`src/rtl/i2cs_pkg.sv`:
```
package i2cs_pkg;
  localparam int SB_TDE = 7;
  localparam int SB_RDF = 6;
  localparam int SB_SAM = 5;
  localparam int SB_GCA = 4;
  localparam int SB_DIR = 3;
  localparam int SB_ARB = 2;
  localparam int SB_SPR = 1;
  localparam int SB_NAK = 0;
  localparam logic [7:0] IRQ_MASK = 8'hE7;

  typedef enum logic [3:0] {
    E_IDLE, E_ADDR, E_ADDR_ACK, E_RX, E_RX_HOLD, E_RX_ACK,
    E_TX, E_TX_HOLD, E_TX_ACK, E_SKIP
  } eng_state_t;
endpackage

```
`src/rtl/i2cs_line_filter.sv`:
```
module i2cs_line_filter #(
  parameter int SYNC_STAGES = 2
) (
  input  logic clk,
  input  logic rst_n,
  input  logic line_i,
  output logic line_o
);
  localparam int TOP = SYNC_STAGES - 1;
  logic [TOP:0] sync_q;
  logic         prev_q;
  logic         filt_q;

  always_ff @(posedge clk) begin
    if (!rst_n) begin
      sync_q <= '1;
      prev_q <= 1'b1;
      filt_q <= 1'b1;
    end else begin
      sync_q <= {sync_q[TOP-1:0], line_i};
      prev_q <= sync_q[TOP];
      if (sync_q[TOP] == prev_q) filt_q <= prev_q;
    end
  end

  assign line_o = filt_q;
endmodule

```
`src/rtl/i2cs_bus_events.sv`:
```
module i2cs_bus_events (
  input  logic clk,
  input  logic rst_n,
  input  logic scl_f,
  input  logic sda_f,
  output logic scl_rise,
  output logic scl_fall,
  output logic start_ev,
  output logic stop_ev
);
  logic scl_q, sda_q;

  always_ff @(posedge clk) begin
    if (!rst_n) begin
      scl_q <= 1'b1;
      sda_q <= 1'b1;
    end else begin
      scl_q <= scl_f;
      sda_q <= sda_f;
    end
  end

  assign scl_rise = scl_f & ~scl_q;
  assign scl_fall = ~scl_f & scl_q;
  assign start_ev = scl_f & scl_q & sda_q & ~sda_f;
  assign stop_ev  = scl_f & scl_q & ~sda_q & sda_f;
endmodule

```
`src/rtl/i2cs_engine.sv`:
```
module i2cs_engine
  import i2cs_pkg::*;
#(
  parameter int ADDR_W = 7,
  parameter int DATA_W = ADDR_W + 1
) (
  input  logic              clk,
  input  logic              rst_n,
  input  logic              scl_rise,
  input  logic              scl_fall,
  input  logic              sda_f,
  input  logic              start_ev,
  input  logic              stop_ev,
  input  logic [ADDR_W-1:0] own_addr,
  input  logic              gc_en,
  input  logic              tx_pend,
  input  logic [DATA_W-1:0] tx_byte,
  input  logic              rdf,
  output logic              scl_oe,
  output logic              sda_oe,
  output logic              rx_busy,
  output logic              ev_match,
  output logic              ev_gc,
  output logic              ev_dir,
  output logic              ev_push,
  output logic [DATA_W-1:0] rx_byte,
  output logic              ev_load,
  output logic              ev_tde,
  output logic              ev_nak,
  output logic              ev_spr
);
  localparam int CNT_W = $clog2(DATA_W + 1);
  localparam logic [CNT_W-1:0] LAST = CNT_W'(DATA_W);

  eng_state_t        state_q;
  logic [DATA_W-1:0] shreg_q;
  logic [CNT_W-1:0]  cnt_q;
  logic              dir_q, engaged_q, nak_q;

  logic [ADDR_W-1:0] rx_addr;
  logic              rx_rw, own_hit, gc_hit;

  assign rx_addr = shreg_q[DATA_W-1:1];
  assign rx_rw   = shreg_q[0];
  assign own_hit = (rx_addr == own_addr);
  assign gc_hit  = gc_en && (rx_addr == '0) && !rx_rw;
  assign rx_busy = engaged_q && !dir_q;

  always_ff @(posedge clk) begin
    if (!rst_n) begin
      state_q   <= E_IDLE;
      shreg_q   <= '0;
      cnt_q     <= '0;
      dir_q     <= 1'b0;
      engaged_q <= 1'b0;
      nak_q     <= 1'b0;
      scl_oe    <= 1'b0;
      sda_oe    <= 1'b0;
      rx_byte   <= '0;
      ev_match  <= 1'b0;
      ev_gc     <= 1'b0;
      ev_dir    <= 1'b0;
      ev_push   <= 1'b0;
      ev_load   <= 1'b0;
      ev_tde    <= 1'b0;
      ev_nak    <= 1'b0;
      ev_spr    <= 1'b0;
    end else begin
      ev_match <= 1'b0;
      ev_push  <= 1'b0;
      ev_load  <= 1'b0;
      ev_tde   <= 1'b0;
      ev_nak   <= 1'b0;
      ev_spr   <= 1'b0;
      if (start_ev || stop_ev) begin
        state_q   <= start_ev ? E_ADDR : E_IDLE;
        cnt_q     <= '0;
        scl_oe    <= 1'b0;
        sda_oe    <= 1'b0;
        ev_spr    <= engaged_q;
        engaged_q <= 1'b0;
      end else begin
        unique case (state_q)
          E_ADDR, E_RX: begin
            if (scl_rise) begin
              shreg_q <= {shreg_q[DATA_W-2:0], sda_f};
              cnt_q   <= cnt_q + 1'b1;
            end else if (scl_fall && cnt_q == LAST) begin
              cnt_q <= '0;
              if (state_q == E_ADDR) begin
                if (own_hit || gc_hit) begin
                  sda_oe    <= 1'b1;
                  state_q   <= E_ADDR_ACK;
                  ev_match  <= 1'b1;
                  ev_gc     <= gc_hit;
                  ev_dir    <= rx_rw;
                  dir_q     <= rx_rw;
                  engaged_q <= 1'b1;
                  ev_tde    <= rx_rw && !tx_pend;
                end else begin
                  state_q <= E_SKIP;
                end
              end else if (!rdf) begin
                rx_byte <= shreg_q;
                ev_push <= 1'b1;
                sda_oe  <= 1'b1;
                state_q <= E_RX_ACK;
              end else begin
                scl_oe  <= 1'b1;
                state_q <= E_RX_HOLD;
              end
            end
          end
          E_RX_HOLD: begin
            if (!rdf) begin
              rx_byte <= shreg_q;
              ev_push <= 1'b1;
              sda_oe  <= 1'b1;
              scl_oe  <= 1'b0;
              state_q <= E_RX_ACK;
            end
          end
          E_RX_ACK: begin
            if (scl_fall) begin
              sda_oe  <= 1'b0;
              state_q <= E_RX;
            end
          end
          E_ADDR_ACK, E_TX_ACK: begin
            if (scl_rise) nak_q <= sda_f;
            if (scl_fall) begin
              sda_oe <= 1'b0;
              cnt_q  <= '0;
              if (state_q == E_ADDR_ACK && !dir_q) begin
                state_q <= E_RX;
              end else if (state_q == E_TX_ACK && nak_q) begin
                ev_nak  <= 1'b1;
                state_q <= E_SKIP;
              end else if (tx_pend) begin
                shreg_q <= tx_byte;
                sda_oe  <= ~tx_byte[DATA_W-1];
                ev_load <= 1'b1;
                ev_tde  <= 1'b1;
                state_q <= E_TX;
              end else begin
                scl_oe  <= 1'b1;
                state_q <= E_TX_HOLD;
              end
            end
          end
          E_TX_HOLD: begin
            if (tx_pend) begin
              shreg_q <= tx_byte;
              sda_oe  <= ~tx_byte[DATA_W-1];
              ev_load <= 1'b1;
              ev_tde  <= 1'b1;
              scl_oe  <= 1'b0;
              cnt_q   <= '0;
              state_q <= E_TX;
            end
          end
          E_TX: begin
            if (scl_rise) begin
              cnt_q <= cnt_q + 1'b1;
            end else if (scl_fall && cnt_q == LAST) begin
              sda_oe  <= 1'b0;
              cnt_q   <= '0;
              state_q <= E_TX_ACK;
            end else if (scl_fall && cnt_q != '0) begin
              shreg_q <= {shreg_q[DATA_W-2:0], 1'b0};
              sda_oe  <= ~shreg_q[DATA_W-2];
            end
          end
          default: ;
        endcase
      end
    end
  end
endmodule

```
`src/rtl/i2cs_status.sv`:
```
module i2cs_status
  import i2cs_pkg::*;
#(
  parameter int DATA_W = 8
) (
  input  logic              clk,
  input  logic              rst_n,
  input  logic              data_wr,
  input  logic [DATA_W-1:0] data_wdata,
  input  logic              data_rd,
  input  logic              stat_rd,
  input  logic              rx_busy,
  input  logic              ev_match,
  input  logic              ev_gc,
  input  logic              ev_dir,
  input  logic              ev_push,
  input  logic [DATA_W-1:0] rx_byte,
  input  logic              ev_load,
  input  logic              ev_tde,
  input  logic              ev_nak,
  input  logic              ev_spr,
  output logic [DATA_W-1:0] buf_q,
  output logic              tx_pend,
  output logic              rdf,
  output logic [7:0]        status,
  output logic              irq
);
  logic tde_q, sam_q, gca_q, dir_q, spr_q, nak_q;
  logic wr_ok;

  assign wr_ok = data_wr && !rx_busy;

  always_ff @(posedge clk) begin
    if (!rst_n) begin
      buf_q   <= '0;
      tx_pend <= 1'b0;
      rdf     <= 1'b0;
      tde_q   <= 1'b0;
      sam_q   <= 1'b0;
      gca_q   <= 1'b0;
      dir_q   <= 1'b0;
      spr_q   <= 1'b0;
      nak_q   <= 1'b0;
    end else begin
      if (ev_load) tx_pend <= 1'b0;
      if (ev_tde)  tde_q   <= 1'b1;
      if (wr_ok) begin
        buf_q   <= data_wdata;
        tx_pend <= 1'b1;
        tde_q   <= 1'b0;
      end
      if (data_rd) rdf <= 1'b0;
      if (ev_push) begin
        buf_q <= rx_byte;
        rdf   <= 1'b1;
      end
      if (stat_rd) begin
        sam_q <= 1'b0;
        spr_q <= 1'b0;
        nak_q <= 1'b0;
      end
      if (ev_match) begin
        sam_q <= 1'b1;
        gca_q <= ev_gc;
        dir_q <= ev_dir;
      end
      if (ev_spr) spr_q <= 1'b1;
      if (ev_nak) nak_q <= 1'b1;
    end
  end

  always_comb begin
    status         = '0;
    status[SB_TDE] = tde_q;
    status[SB_RDF] = rdf;
    status[SB_SAM] = sam_q;
    status[SB_GCA] = gca_q;
    status[SB_DIR] = dir_q;
    status[SB_ARB] = 1'b0;
    status[SB_SPR] = spr_q;
    status[SB_NAK] = nak_q;
  end

  assign irq = |(status & IRQ_MASK);
endmodule

```
`src/rtl/i2cs_ctrl.sv`:
```
module i2cs_ctrl #(
  parameter int ADDR_W      = 7,
  parameter int SYNC_STAGES = 2
) (
  input  logic              clk,
  input  logic              rst_n,
  input  logic              scl_i,
  input  logic              sda_i,
  output logic              scl_oe,
  output logic              sda_oe,
  input  logic [ADDR_W-1:0] own_addr,
  input  logic              gc_en,
  input  logic              data_wr,
  input  logic [ADDR_W:0]   data_wdata,
  input  logic              data_rd,
  output logic [ADDR_W:0]   data_rdata,
  input  logic              stat_rd,
  output logic [7:0]        status,
  output logic              irq
);
  localparam int DATA_W = ADDR_W + 1;
  localparam int LINES  = 2;

  logic [LINES-1:0] raw_lines, filt_lines;
  logic scl_rise, scl_fall, start_ev, stop_ev;
  logic tx_pend, rdf, rx_busy;
  logic ev_match, ev_gc, ev_dir, ev_push, ev_load, ev_tde, ev_nak, ev_spr;
  logic [DATA_W-1:0] rx_byte;

  assign raw_lines = {scl_i, sda_i};

  for (genvar g = 0; g < LINES; g++) begin : g_line
    i2cs_line_filter #(.SYNC_STAGES(SYNC_STAGES)) u_filt (
      .clk(clk), .rst_n(rst_n), .line_i(raw_lines[g]), .line_o(filt_lines[g])
    );
  end

  i2cs_bus_events u_events (
    .clk(clk), .rst_n(rst_n), .scl_f(filt_lines[1]), .sda_f(filt_lines[0]),
    .scl_rise(scl_rise), .scl_fall(scl_fall),
    .start_ev(start_ev), .stop_ev(stop_ev)
  );

  i2cs_engine #(.ADDR_W(ADDR_W), .DATA_W(DATA_W)) u_engine (
    .clk(clk), .rst_n(rst_n),
    .scl_rise(scl_rise), .scl_fall(scl_fall), .sda_f(filt_lines[0]),
    .start_ev(start_ev), .stop_ev(stop_ev),
    .own_addr(own_addr), .gc_en(gc_en),
    .tx_pend(tx_pend), .tx_byte(data_rdata), .rdf(rdf),
    .scl_oe(scl_oe), .sda_oe(sda_oe), .rx_busy(rx_busy),
    .ev_match(ev_match), .ev_gc(ev_gc), .ev_dir(ev_dir),
    .ev_push(ev_push), .rx_byte(rx_byte), .ev_load(ev_load),
    .ev_tde(ev_tde), .ev_nak(ev_nak), .ev_spr(ev_spr)
  );

  i2cs_status #(.DATA_W(DATA_W)) u_status (
    .clk(clk), .rst_n(rst_n),
    .data_wr(data_wr), .data_wdata(data_wdata), .data_rd(data_rd),
    .stat_rd(stat_rd), .rx_busy(rx_busy),
    .ev_match(ev_match), .ev_gc(ev_gc), .ev_dir(ev_dir),
    .ev_push(ev_push), .rx_byte(rx_byte), .ev_load(ev_load),
    .ev_tde(ev_tde), .ev_nak(ev_nak), .ev_spr(ev_spr),
    .buf_q(data_rdata), .tx_pend(tx_pend), .rdf(rdf),
    .status(status), .irq(irq)
  );
endmodule

```
`config.mk`:
```
export PLATFORM = sky130hd
export DESIGN_NAME = i2cs_ctrl
export DESIGN_NICKNAME = d
export VERILOG_FILES = /design/src/rtl/i2cs_pkg.sv /design/src/rtl/i2cs_line_filter.sv /design/src/rtl/i2cs_bus_events.sv /design/src/rtl/i2cs_engine.sv /design/src/rtl/i2cs_status.sv /design/src/rtl/i2cs_ctrl.sv
export SDC_FILE = /design/constraint.sdc
export NUM_CORES = 1
export LEC_CHECK = 0
export CORE_ASPECT_RATIO = 0.7
export CORE_MARGIN = 10
export CORE_UTILIZATION = 43
export CTS_BUF_LIST = sky130_fd_sc_hd__clkbuf_8
export CTS_CLUSTER_DIAMETER = 60
export DETAILED_ROUTE_END_ITERATION = 6
export GPL_TIMING_DRIVEN = 0
export HOLD_SLACK_MARGIN = 0.15
export PLACE_DENSITY = 0.7
export SETUP_SLACK_MARGIN = 0.5
export SLEW_MARGIN = 20
export SYNTH_ARGS = -nofsm -noshare
export SYNTH_HDL_FRONTEND = slang
export SYNTH_SLANG_ARGS = --single-unit
```
`constraint.sdc`:
```
create_clock -name clk -period 2.6 [get_ports clk]
set_input_delay 0.26 -clock clk [delete_from_list [all_inputs] [get_ports clk]]
set_output_delay 0.26 -clock clk [all_outputs]
set_load 0.01 [all_outputs]
```
Word-level counts from Yosys, hierarchy flattened
Cells that the tools add are included.
{"block": "totals", "ff_bits": 62, "word_cells": 229}
{"block": "op_classes", "addsub": 1, "eq_ne": 38, "n_mux": 89, "bitwise": 21, "n_reduce_logical": 47}
{"cell": "8-bit two-way mux", "n": 14}
{"cell": "4-bit two-way mux", "n": 17}
{"cell": "1-bit two-way mux", "n": 49}
{"cell": "8-bit one-hot mux with 4 select lines", "n": 1}
{"cell": "9-bit AND reduction", "n": 3}
{"cell": "4-bit one-hot mux with 6 select lines", "n": 1}
{"cell": "3-bit by 1-bit != test with 1-bit output, second input constant", "n": 7}
{"cell": "2-bit != test, second input constant", "n": 9}
{"cell": "4-bit by 3-bit equality test with 1-bit output, second input constant", "n": 4}
{"cell": "8-bit one-hot mux with 2 select lines", "n": 1}
{"cell": "1-bit inverter", "n": 14}
{"cell": "2-bit nonzero test", "n": 7}
{"cell": "2-bit by 1-bit != test with 1-bit output, second input constant", "n": 6}
{"cell": "4-bit one-hot mux with 3 select lines", "n": 1}
{"cell": "4-bit nonzero test", "n": 3}
{"cell": "11-bit AND reduction", "n": 1}
{"cell": "5-bit AND reduction", "n": 2}
{"cell": "5-bit OR reduction", "n": 2}
{"cell": "1-bit logical AND", "n": 9}
{"cell": "4-bit by 2-bit equality test with 1-bit output, second input constant", "n": 2}
{"cell": "4-bit equality test, second input constant", "n": 2}
{"cell": "2-bit OR reduction", "n": 4}
{"cell": "1-bit AND", "n": 7}
{"cell": "7-bit equality test", "n": 1}
{"cell": "21 further kinds", "n": 29}

Longest topological paths before layout
{"block": "logic_depth", "ltp_word": 10, "mapped_depth": 9, "depth_no_buf": 8}

Hierarchy
From an unflattened synthesis, not the netlist that was laid out.
{"block": "unflattened", "hier_cells": 395, "hier_area_um2": 3553.4}
{"module": "i2cs_engine", "n_inst": 1, "cells_per_inst": 294, "area_each_um2": 2528.7, "seq_area_each_um2": 720.7}
{"module": "i2cs_status", "n_inst": 1, "cells_per_inst": 73, "area_each_um2": 714.4, "seq_area_each_um2": 320.3}
{"module": "i2cs_line_filter", "n_inst": 2, "cells_per_inst": 10, "area_each_um2": 112.6, "seq_area_each_um2": 80.1}
{"module": "i2cs_bus_events", "n_inst": 1, "cells_per_inst": 8, "area_each_um2": 85.1, "seq_area_each_um2": 40.0}

Worst setup path after synthesis
No wires, ideal clock.
{"block": "synth_timing", "path_kind": "register to register", "start": "register u_engine.cnt_q[0]", "end": "register u_engine.state_q[0]", "t_arrival_ps": 1896, "required_time_ps": 2509, "path_slack_ps": 613, "path_stages_with_launch": 9, "period_less_slack_ps": 1987, "path_cell_list": "dfxtp_1 inv_1 ha_1 and4bb_4 a211oi_2 a211oi_1 o211a_1 or2_2 a311oi_1"}
{"block": "synth_via", "elab_chain_len": 4, "elab_cells_between_ends": 5}
{"item": "start: declaration", "line": "i2cs_engine.sv:37", "text": "logic [CNT_W-1:0] cnt_q;"}
{"item": "start signal: assignment", "line": "i2cs_engine.sv:87", "text": "cnt_q <= cnt_q + 1'b1;"}
{"item": "start signal: assignment", "line": "i2cs_engine.sv:164", "text": "cnt_q <= cnt_q + 1'b1;"}
{"item": "4-bit equality test (*)", "line": "i2cs_engine.sv:88, i2cs_engine.sv:165"}
{"item": "1-bit logical AND (*)", "line": "i2cs_engine.sv:88, i2cs_engine.sv:165"}
{"item": "3-bit by 1-bit != test with 1-bit output (no line)"}
{"item": "9-bit AND reduction (no line) (*)"}
{"item": "end signal: assignment", "line": "i2cs_engine.sv:76", "text": "state_q <= start_ev ? E_ADDR : E_IDLE;"}
{"item": "end: declaration", "line": "i2cs_engine.sv:35", "text": "eng_state_t state_q;"}
Every way passes the cells marked *; elsewhere a longest branch is shown, timed or not.
A chain may end at the register's enable or synchronous reset.

Final worst setup path
{"block": "layout_timing", "start": "register u_engine.cnt_q[1]", "end": "register u_engine.state_q[2]"}
The elaborated chain is that of the path after synthesis.

==> reports/summary.txt <==
Detail Route Antenna Nets -> 0
core area -> 0.00725 mm2
initial detailed-routing violation count -> 209
Mean Syn Cell Area -> 8.64 um2
worst-margin pin slew -> 0.678 ns
Initial Util -> 44.0%
post-DP HPWL -> 6610 um
post-DR wirelength/cell -> 17.6 um
Layout Utilization -> 56.2%
CTS buffer count -> 9
share of the synthesized area in the top cell type -> 38.8%
Seq pwr share -> 32.5%
Final Max Slew Viols -> 0
CP max FO -> 5
fin crit period -> 2.08 ns
antenna violations before repair -> 0
combinational power share -> 43.5%
NetSw -> 1.41 mW
number of max-cap violations -> 0
RR Startpoint -> u_engine.cnt_q[1]
htree depth -> 3
Overall Power -> 3.75 mW
final setup fails -> 0
total track usage -> 16.4%
Max IR drop VDD -> 377 uV
Root Driver -> clkbuf_8
setup ws final -> 0.525 ns
Crit path max-delay family -> compound AO/OA/AOI/OAI gates
WL final -> 9340 um
WS Path Type -> register to register
placed cell areas -> 0.00372 mm2
Cells after DPL -> 508
clock sink count -> 62
internal cell power -> 2.34 mW
post-synth top area cell -> dfxtp_1
grt ovf -> 0
Die ar. -> 0.0113 mm2
Max clock buf depth -> 2
post-route setup TNS -> 0 ns
fraction of layout cells with a size suffix above 1 -> 15.5%
NumNets Final -> 453
crit path buf inv count -> 2
number of global-route vias before repair -> 2,807
Critical path origin -> u_engine.cnt_q[1]
status -> finished, final reports clean
width of the die -> 123 um
Final Hold Viols -> 0
Cells after Synth -> 370
final period utilization -> 79.8%
vias -> 2,885
Seq/Total Area, Yosys -> 38.8%
CP required -> 2.83 ns
Min Hold Slack -> 0.407 ns
post-synth cell types -> 61
Post-synth EDFFs -> 0
hold_sp -> g_line[1].u_filt.sync_q[0]
FF+latch count, synth -> 62
fmax -> 482 MHz
Post-Synthesis Cell Area -> 0.00320 mm2
most common flop cell mapped by yosys -> dfxtp_1
PortBufs -> 40
first-pass detailed-route iteration total -> 5
Synth area leaders -> dfxtp_1, mux2i_1, nor2_1
Top Ports -> 42
sw frac -> 37.6%
Syn-to-layout area delta -> 27.5%
count leader, synth -> dfxtp_1
Final Cell Area -> 0.00407 mm2
Via density -> 5.43
worst min path class -> register to register
Post-Layout Cell Count -> 531
Fill cells -> 672
Post-Syn Nets -> 395
later-pin clock latency in the skew report -> 0.36 ns
clock slew at reported path FFs -> 0.08 ns
Slowest Stage Delay on Critical Path -> 0.33 ns
power density over the cells -> 920 mW/mm2
pre-CTS setup slack -> 0.334 ns
crit-path cells -> inv_1 > ha_2 > and4bb_4 > a211oi_4 > a211oi_2 > o211a_1 > buf_4 > mux2i_1 > nor2_1
Critical Path AT -> 2.31 ns
largest net degree at the start of global routing -> 12
fraction of registers with async set/reset -> 0%
global-route wire length before repair -> 14,600 um
CP endpoint kind -> register
startpoint class of the critical path -> register
Synth top cells by count -> dfxtp_1, nor2_1, a21oi_1
RSZ-0062 raised after global routing -> true
Ys Warns -> 0
Clk network pwr share -> 24.1%
DRC viols -> 0
Worst path slowest cell -> dfxtp_1
Die Ht -> 92.1 um
# diodes -> 0
Row Count -> 26
Layout Skew -> 0.0119 ns
Placer Congestion -> 0.939
Pleak -> 1.61 nW
TritonCTS clock tree -> built
slew margin rel. -> 54.8%
[per-layer routing]
layer	vias up	global-route usage (%)	routed length [um]
li1	1421	-	-
met3	9	6.49	625
met5	-	0	0
met2	87	22.2	3810
met1	1368	23.6	4820
met4	0	3.38	77
[flip-flops by register name, summed over array words and instances (netlist names), 2 cells and up]
register              cells
u_engine.shreg_q          8
u_engine.state_q          4
g_line.u_filt.line_o      2
g_line.u_filt.sync_q      4
g_line.u_filt.prev_q      2
u_engine.cnt_q            4
u_engine.rx_byte          8
u_status.buf_q            8
[worst paths after layout]
path                                end  slack, ns  cells after the start
max reg2reg         u_engine.state_q[2]       0.52                      9
min          g_line[1].u_filt.sync_q[1]       0.41                      1
min reg2reg  g_line[1].u_filt.sync_q[1]       0.41                      1
max                 u_engine.state_q[2]       0.52                      9
[kinds of logic after synthesis]
family | count (synthesis) | share of synthesized area (%)
multiplexers | 31 | 9.71
XOR/XNOR | 10 | 2.74
flip-flops | 62 | 38.8
AND/OR/NAND/NOR | 137 | 22.8
buffers and inverters | 43 | 7.63
adder cells (fa/ha/maj) | 2 | 0.783
other | 1 | 0.117
AO/OA/AOI/OAI | 84 | 17.3
[what timing repair did]
| action | 4_1_cts | 5_1_grt |
|---|---|---|
| endpoints found under the setup margin | 21 | 26 |
| pin swaps | 2 | 5 |
| setup buffers | 2 | 4 |
| cloned | 0 | 1 |
| hold buffers | 0 | 0 |
| resized for setup | 7 | 16 |
[power by group through the flow]
stage                     combinational, mW  clock [mW]  sequential, mW
after CTS                              1.49       0.915            1.21
after global placement                 1.41           0            1.23
after detailed placement               1.41           0            1.23
after global routing                   1.76       0.968            1.23
after floorplan                        1.06           0            1.20
final                                  1.63       0.903            1.22
[area by class of cell]
class | instances | area (um2) | share of cell area, %
Buffer | 31 | 219 | 5.37
Inverter | 12 | 45.0 | 1.11
Clock inverter | 5 | 56.3 | 1.38
Tap cell | 98 | 123 | 3.01
Sequential cell | 62 | 1240 | 30.5
Clock buffer | 11 | 151 | 3.72
Multi-Input combinational cell | 265 | 1750 | 43.0
Timing Repair Buffer | 47 | 483 | 11.9
[cells in the final DEF, fill, tap and decap left out, types with 6 or more instances in the layout]
master and instances:
a211oi_1 6, a21oi_1 32, buf_4 20, clkbuf_1 7
clkbuf_8 11, clkdlybuf4s50_1 40, dfxtp_1 60, inv_1 12
mux2i_1 31, nand2_1 14, nand2b_1 14, nand3_1 6
nor2_1 56, nor3_1 7, o21ai_0 9, xor2_1 9
No activity file was read; power rests on OpenSTA's default activity.
